===== config.mk =====
export PLATFORM = sky130hd
export DESIGN_NAME = sem_ctrl
export DESIGN_NICKNAME = d
export VERILOG_FILES = /design/src/rtl/sem_pkg.sv /design/src/rtl/sem_ctrl.sv
export SDC_FILE = /design/constraint.sdc
export NUM_CORES = 1
export LEC_CHECK = 0
export BUFFER_PORTS_ARGS = -buffer_cell sky130_fd_sc_hd__buf_2
export CAP_MARGIN = 15
export CORE_MARGIN = 2
export CORE_UTILIZATION = 47
export CTS_BUF_LIST = sky130_fd_sc_hd__clkbuf_8
export DETAILED_ROUTE_END_ITERATION = 10
export PLACE_DENSITY = 0.66
export SLEW_MARGIN = 25
export SYNTH_ARGS = -nofsm -noshare
export SYNTH_HDL_FRONTEND = slang
export SYNTH_SLANG_ARGS = --single-unit

===== constraint.sdc =====
create_clock -name clk -period 2.85 [get_ports clk]
set_input_delay 0.1425 -clock clk [delete_from_list [all_inputs] [get_ports clk]]
set_output_delay 0.1425 -clock clk [all_outputs]
set_load 0.05 [all_outputs]

===== src/rtl/sem_pkg.sv =====
package sem_pkg;
  parameter int WORD_BITS      = 16;
  parameter int WORD_ADDR_BITS = 6;
  localparam int BYTE_ADDR_BITS = WORD_ADDR_BITS + 1;
  localparam int HALF_BITS      = WORD_BITS / 2;
  localparam int WORDS          = 1 << WORD_ADDR_BITS;
  localparam int CNT_BITS       = $clog2(WORD_BITS + 1);

  typedef enum logic [2:0] {
    OP_NONE, OP_WRITE, OP_ERASE, OP_ERASE_ALL, OP_WRITE_ALL
  } progOp_e;

  typedef struct packed {
    logic                      loadRead;
    logic                      withDummy;
    logic                      shiftRead;
    logic                      commit;
    progOp_e                   op;
    logic [BYTE_ADDR_BITS-1:0] addr;
    logic [WORD_BITS-1:0]      data;
  } dpCtl_t;
endpackage


===== src/rtl/sem_ctrl.sv =====
module sem_ctrl
  import sem_pkg::*;
#(
  parameter int PROG_CYCLES = 250000
) (
  input  logic   clk,
  input  logic   rstN,
  input  logic   orgWide,
  input  logic   csIn,
  input  logic   skIn,
  input  logic   diIn,
  input  logic   readBit,
  output dpCtl_t dpCtl,
  output logic   doOut,
  output logic   doEn,
  output logic   progBusy,
  output logic   writeEn
);
  localparam int PC_W = $clog2(PROG_CYCLES + 1);

  typedef enum logic [2:0] {
    ST_IDLE, ST_OPC, ST_ADDR, ST_DATA, ST_READ, ST_PEND, ST_HOLD
  } state_e;

  logic [1:0] csSh, skSh, diSh;
  logic       skPrev;
  logic       csS, diS, skRise, skFall;

  state_e                    state;
  logic [CNT_BITS-1:0]       bitCnt, remBits;
  logic [1:0]                opc;
  logic [BYTE_ADDR_BITS-1:0] addrSh, readAddr;
  logic [WORD_BITS-1:0]      dataSh;
  progOp_e                   pendOp;
  logic [PC_W-1:0]           busyCnt;
  logic                      statusShow, clrArm;

  logic [CNT_BITS-1:0]       addrLen, dataLen;
  logic [BYTE_ADDR_BITS-1:0] addrMask, addrNew, readNext;
  logic [1:0]                subCmd;
  logic                      lastAddr, lastData, cycleDone;

  // input synchronisers and bus-clock edge detection
  always_ff @(posedge clk or negedge rstN) begin
    if (!rstN) begin
      csSh <= '0; skSh <= '0; diSh <= '0; skPrev <= 1'b0;
    end else begin
      csSh   <= {csSh[0], csIn};
      skSh   <= {skSh[0], skIn};
      diSh   <= {diSh[0], diIn};
      skPrev <= skSh[1];
    end
  end

  assign csS    = csSh[1];
  assign diS    = diSh[1];
  assign skRise = skSh[1] & ~skPrev;
  assign skFall = ~skSh[1] & skPrev;

  always_comb begin
    addrLen   = orgWide ? CNT_BITS'(WORD_ADDR_BITS) : CNT_BITS'(BYTE_ADDR_BITS);
    dataLen   = orgWide ? CNT_BITS'(WORD_BITS) : CNT_BITS'(HALF_BITS);
    addrMask  = orgWide ? BYTE_ADDR_BITS'(WORDS - 1) : '1;
    addrNew   = {addrSh[BYTE_ADDR_BITS-2:0], diS};
    subCmd    = orgWide ? addrNew[WORD_ADDR_BITS-1 -: 2] : addrNew[BYTE_ADDR_BITS-1 -: 2];
    readNext  = (readAddr + 1'b1) & addrMask;
    lastAddr  = (state == ST_ADDR) && (bitCnt == addrLen - 1'b1);
    lastData  = (state == ST_DATA) && (bitCnt == dataLen - 1'b1);
    cycleDone = progBusy && (busyCnt == PC_W'(PROG_CYCLES - 1));
  end

  // strobes towards the datapath
  always_comb begin
    dpCtl           = '0;
    dpCtl.op        = pendOp;
    dpCtl.addr      = addrSh;
    dpCtl.data      = dataSh;
    dpCtl.commit    = cycleDone;
    if (csS && skRise) begin
      if (lastAddr && opc == 2'b10) begin
        dpCtl.loadRead  = 1'b1;
        dpCtl.withDummy = 1'b1;
        dpCtl.addr      = addrNew;
      end else if (state == ST_READ) begin
        if (remBits == '0) begin
          dpCtl.loadRead = 1'b1;
          dpCtl.addr     = readNext;
        end else begin
          dpCtl.shiftRead = 1'b1;
        end
      end
    end
  end

  always_ff @(posedge clk or negedge rstN) begin
    if (!rstN) begin
      state      <= ST_IDLE;
      bitCnt     <= '0;
      remBits    <= '0;
      opc        <= '0;
      addrSh     <= '0;
      readAddr   <= '0;
      dataSh     <= '0;
      pendOp     <= OP_NONE;
      busyCnt    <= '0;
      progBusy   <= 1'b0;
      writeEn    <= 1'b0;
      statusShow <= 1'b0;
      clrArm     <= 1'b0;
    end else begin
      if (progBusy) begin
        if (cycleDone) progBusy <= 1'b0;
        else           busyCnt  <= busyCnt + 1'b1;
      end

      if (!csS) begin
        clrArm <= 1'b0;
        if (state == ST_PEND && writeEn && !progBusy) begin
          progBusy   <= 1'b1;
          busyCnt    <= '0;
          statusShow <= 1'b1;
        end
        state <= ST_IDLE;
      end else begin
        if (skRise && diS && statusShow) clrArm <= 1'b1;
        if (skFall && clrArm) begin
          statusShow <= 1'b0;
          clrArm     <= 1'b0;
        end
        if (skRise) begin
          unique case (state)
            ST_IDLE: if (diS && !progBusy) begin
              state  <= ST_OPC;
              bitCnt <= '0;
            end
            ST_OPC: begin
              opc    <= {opc[0], diS};
              bitCnt <= bitCnt + 1'b1;
              if (bitCnt == CNT_BITS'(1)) begin
                state  <= ST_ADDR;
                bitCnt <= '0;
              end
            end
            ST_ADDR: begin
              addrSh <= addrNew;
              bitCnt <= bitCnt + 1'b1;
              if (lastAddr) begin
                bitCnt <= '0;
                unique case (opc)
                  2'b10: begin
                    state    <= ST_READ;
                    readAddr <= addrNew & addrMask;
                    remBits  <= dataLen;
                  end
                  2'b01: begin state <= ST_DATA; pendOp <= OP_WRITE; end
                  2'b11: begin state <= ST_PEND; pendOp <= OP_ERASE; end
                  default: begin
                    unique case (subCmd)
                      2'b11: begin writeEn <= 1'b1; state <= ST_HOLD; end
                      2'b00: begin writeEn <= 1'b0; state <= ST_HOLD; end
                      2'b10: begin state <= ST_PEND; pendOp <= OP_ERASE_ALL; end
                      default: begin state <= ST_DATA; pendOp <= OP_WRITE_ALL; end
                    endcase
                  end
                endcase
              end
            end
            ST_DATA: begin
              dataSh <= {dataSh[WORD_BITS-2:0], diS};
              bitCnt <= bitCnt + 1'b1;
              if (lastData) state <= ST_PEND;
            end
            ST_READ: begin
              if (remBits == '0) begin
                readAddr <= readNext;
                remBits  <= dataLen - 1'b1;
              end else begin
                remBits <= remBits - 1'b1;
              end
            end
            default: ;
          endcase
        end
      end
    end
  end

  assign doEn  = csS && ((state == ST_READ) || statusShow);
  assign doOut = (state == ST_READ) ? readBit : ~progBusy;
endmodule


==> results.md <==
- Overall Global Routing Usage: 19.1%
- Outcome: finished, final reports clean
- Routed via count: 3148
- P_sw: 0.530 mW
- Max-slew violations: 0
- Initial Util: 49.0%
- Cell taking the most area after synthesis: dfrtp_1
- Top post-synthesis cells by area: dfrtp_1 (47%), mux2_2 (7.2%), nor2_1 (3.7%), o21ai_0 (3.6%), nand2_1 (3.0%)
- Ant diodes: 0
- Die ar.: 9410 um2
- Clk_lat worst skew: 350 ps
- Yosys top cell area share: 47.4%
- Beginning of the critical path: bitCnt[0]
- IO Count: 41
- Number of synthesized flops with an enable pin: 0
- Vias in the first global route: 2982
- Worst-path cell chain: nor3b_1, o2111ai_4, or2_2, o221a_2, buf_2
- MaxCap Viol Count: 0
- Worst r2r src: bitCnt[0]
- Fmax: 377 MHz
- Top-count cell post-synth: dfrtp_1
- Critical Path AT: 2510 ps
- Dpl cells: 539
- WL/cell: 15.2 um
- Vias per cell: 5.61
- Switching share of total power: 25.3%
- Initial antenna violation count: 0
- Drt pass-1 iters: 4
- Synth Net Count: 423
- Util after Layout: 56.0%
- Die Ht: 97.0 um
- Required time worst endpoint: 2710 ps
- First DRT Iteration DRCs: 157
- Antenna Nets Post-Route: 0
- Sequential share of the synthesized area: 47.4%
- Cell Int Power: 1.57 mW
- Slew @ Worst Pin: 704 ps
- Setup-failing EPs final: 0
- Hold Crit Class: input pin to flop
- Final Critical Period: 2650 ps
- CP Depth: 5
- Period utilization: 93.1%
- Critical Path Sink Type: output pin
- Final Power: 2.10 mW
- Max H-tree Level: 3
- FP Rows: 33
- Setup slack after layout: 196 ps
- Final #Nets: 466
- Setup TNS: 0 ps
- Hold violation count in the final report: 0
- Setup repair after global routing missed its margin: false
- Root buf cell: clkbuf_8
- Total global routing overflow: 0
- Peak VDD IR: 0.342 mV
- Layout cell share with drive strength beyond 1: 24.8%
- Post-Syn Area: 4070 um2
- # clock sinks: 77
- CP Launch Type: flop
- Routed wire length: 8520 um
- Hold depth: 2
- Pin count of the biggest net entering global routing: 78
- Final Instance Area: 4640 um2
- Place WS: 429 ps
- Clk_skew: 11.3 ps
- Top cells by count, synth: dfrtp_1 (77), nor2_1 (40), nand2_1 (33)
- CTS tree: done
- Yosys cell types: 65
- Buf/Inv on CP: 1
- Worst r2r path cells: 5
- Seq pwr share: 54.2%
- CTS Buffer Depth: 2
- Placeable Area: 8300 um2
- Worst Hold Slack: 173 ps
- Final cell count without fillers: 561
- Post-DP HPWL: 5890 um
- Wire length of the first global-routing pass: 14800 um
- Layout area overhead: 14.2%
- Part of the power in combinational logic: 5.1%
- Largest delay share family, worst path: simple AND/OR/NAND/NOR gates
- Placed Instance Area: 4360 um2
- Yosys Warn Count: 0
- Crit Path Max Fanout: 10
- Clk slew on worst S/H paths: 90 ps
- Die X: 97.0 um
- Final-layout fill cell count: 741
- TritonCTS Buffers: 9
- Slowest CP cell: nor3b_1
- Post-synthesis async set-or-reset flop share: 100%
- Setup CP Type: flop to output pin
- Synth Area per Inst: 9.97 um2
- HP Start: orgWide
- Proportion of power drawn by the clock network: 40.7%
- PwrDens: 452 nW/um2
- Largest stage delay, worst path: 540 ps
- Flops & latches, synth: 77
- P_leak: 2.15 nW
- PortBufs: 40
- DRC errors left: 0
- Synth Instances: 408
- Dominant synthesized flop cell: dfrtp_1
- GPL Wtd Cong: 0.822
- Normalized max-slew margin: 53.1%
[registers in the layout (all words and copies together), names as in the netlist, 3 cells and up]
name      count
addrSh        7
state         3
busyCnt      18
pendOp        3
dataSh       16
readAddr      7
remBits       5
bitCnt        5
[layout by cell type, fill, tap and decap left out, drive strengths merged, types with 7 or more instances in the layout]
cell type,n
xnor2,8
buf,46
mux2,26
nor2,40
nand3,19
clkbuf,9
ha,8
nand4,7
inv,19
o21ai,33
a21oi,19
nand2,33
xor2,7
nor3,8
dfrtp,77
[path summary, 6_finish.rpt]
kind | slack (ps) | to
min | 170 | readAddr[6]
max | 200 | dpCtl[21]
min in group asynchronous | 370 | readAddr[5]
max in group asynchronous | 1970 | bitCnt[3]
max reg2reg | 630 | bitCnt[0]
min reg2reg | 350 | csSh[1]
[power groups by stage]
stage	Sequential [mW]	Combinational, mW	Clock [mW]
finish	1.14	0.107	0.854
global route	1.14	0.122	0.931
CTS	1.14	0.107	0.881
detailed placement	1.16	0.101	0
global placement	1.16	0.101	0
floorplan	1.14	0.0784	0
[worst reg2reg max path, stage by stage (launching register included)]
cell	delay, ps
dfrtp_1	440
nor3b_1	540
o21ai_1	240
o221ai_1	420
nor2_1	170
mux2_2	290
[per-layer routing]
metal | share of wire (%) | routed length [um] | vias to the layer above | global-route usage, %
met2 | 44 | 3730 | 70 | 27.2
li1 | - | - | 1561 | -
met5 | 0 | 0 | - | 0
met1 | 51 | 4310 | 1512 | 29.0
met4 | 0.92 | 78 | 0 | 5.85
met3 | 4.7 | 399 | 5 | 4.48
[timing repair]
item                                    CTS  global route
buffers inserted                          0             2
endpoints found under the setup margin    0             8
gates resized for setup                   0             3
hold buffers                              4             0
endpoints found under the hold margin    78             0
[kinds of logic after synthesis]
family                   count (synthesis)  synth area share (%)
AND/OR/NAND/NOR                        153                  20.1
flip-flops                              77                  47.4
adder cells (fa/ha/maj)                  8                  2.46
multiplexers                            30                  8.18
buffers and inverters                   33                  3.38
AO/OA/AOI/OAI                           92                  15.3
XOR/XNOR                                15                  3.23
[area by class of cell]
type,instances,area [um2],share of cell area (%)
clock buffer,9,124,2.67
clock inverter,7,78.8,1.70
inverter,15,56.3,1.21
multi-input combinational,298,2040,43.8
sequential,77,1930,41.5
tap,105,131,2.83
timing repair buffer,50,292,6.28
(Power assumes the default switching activity.)
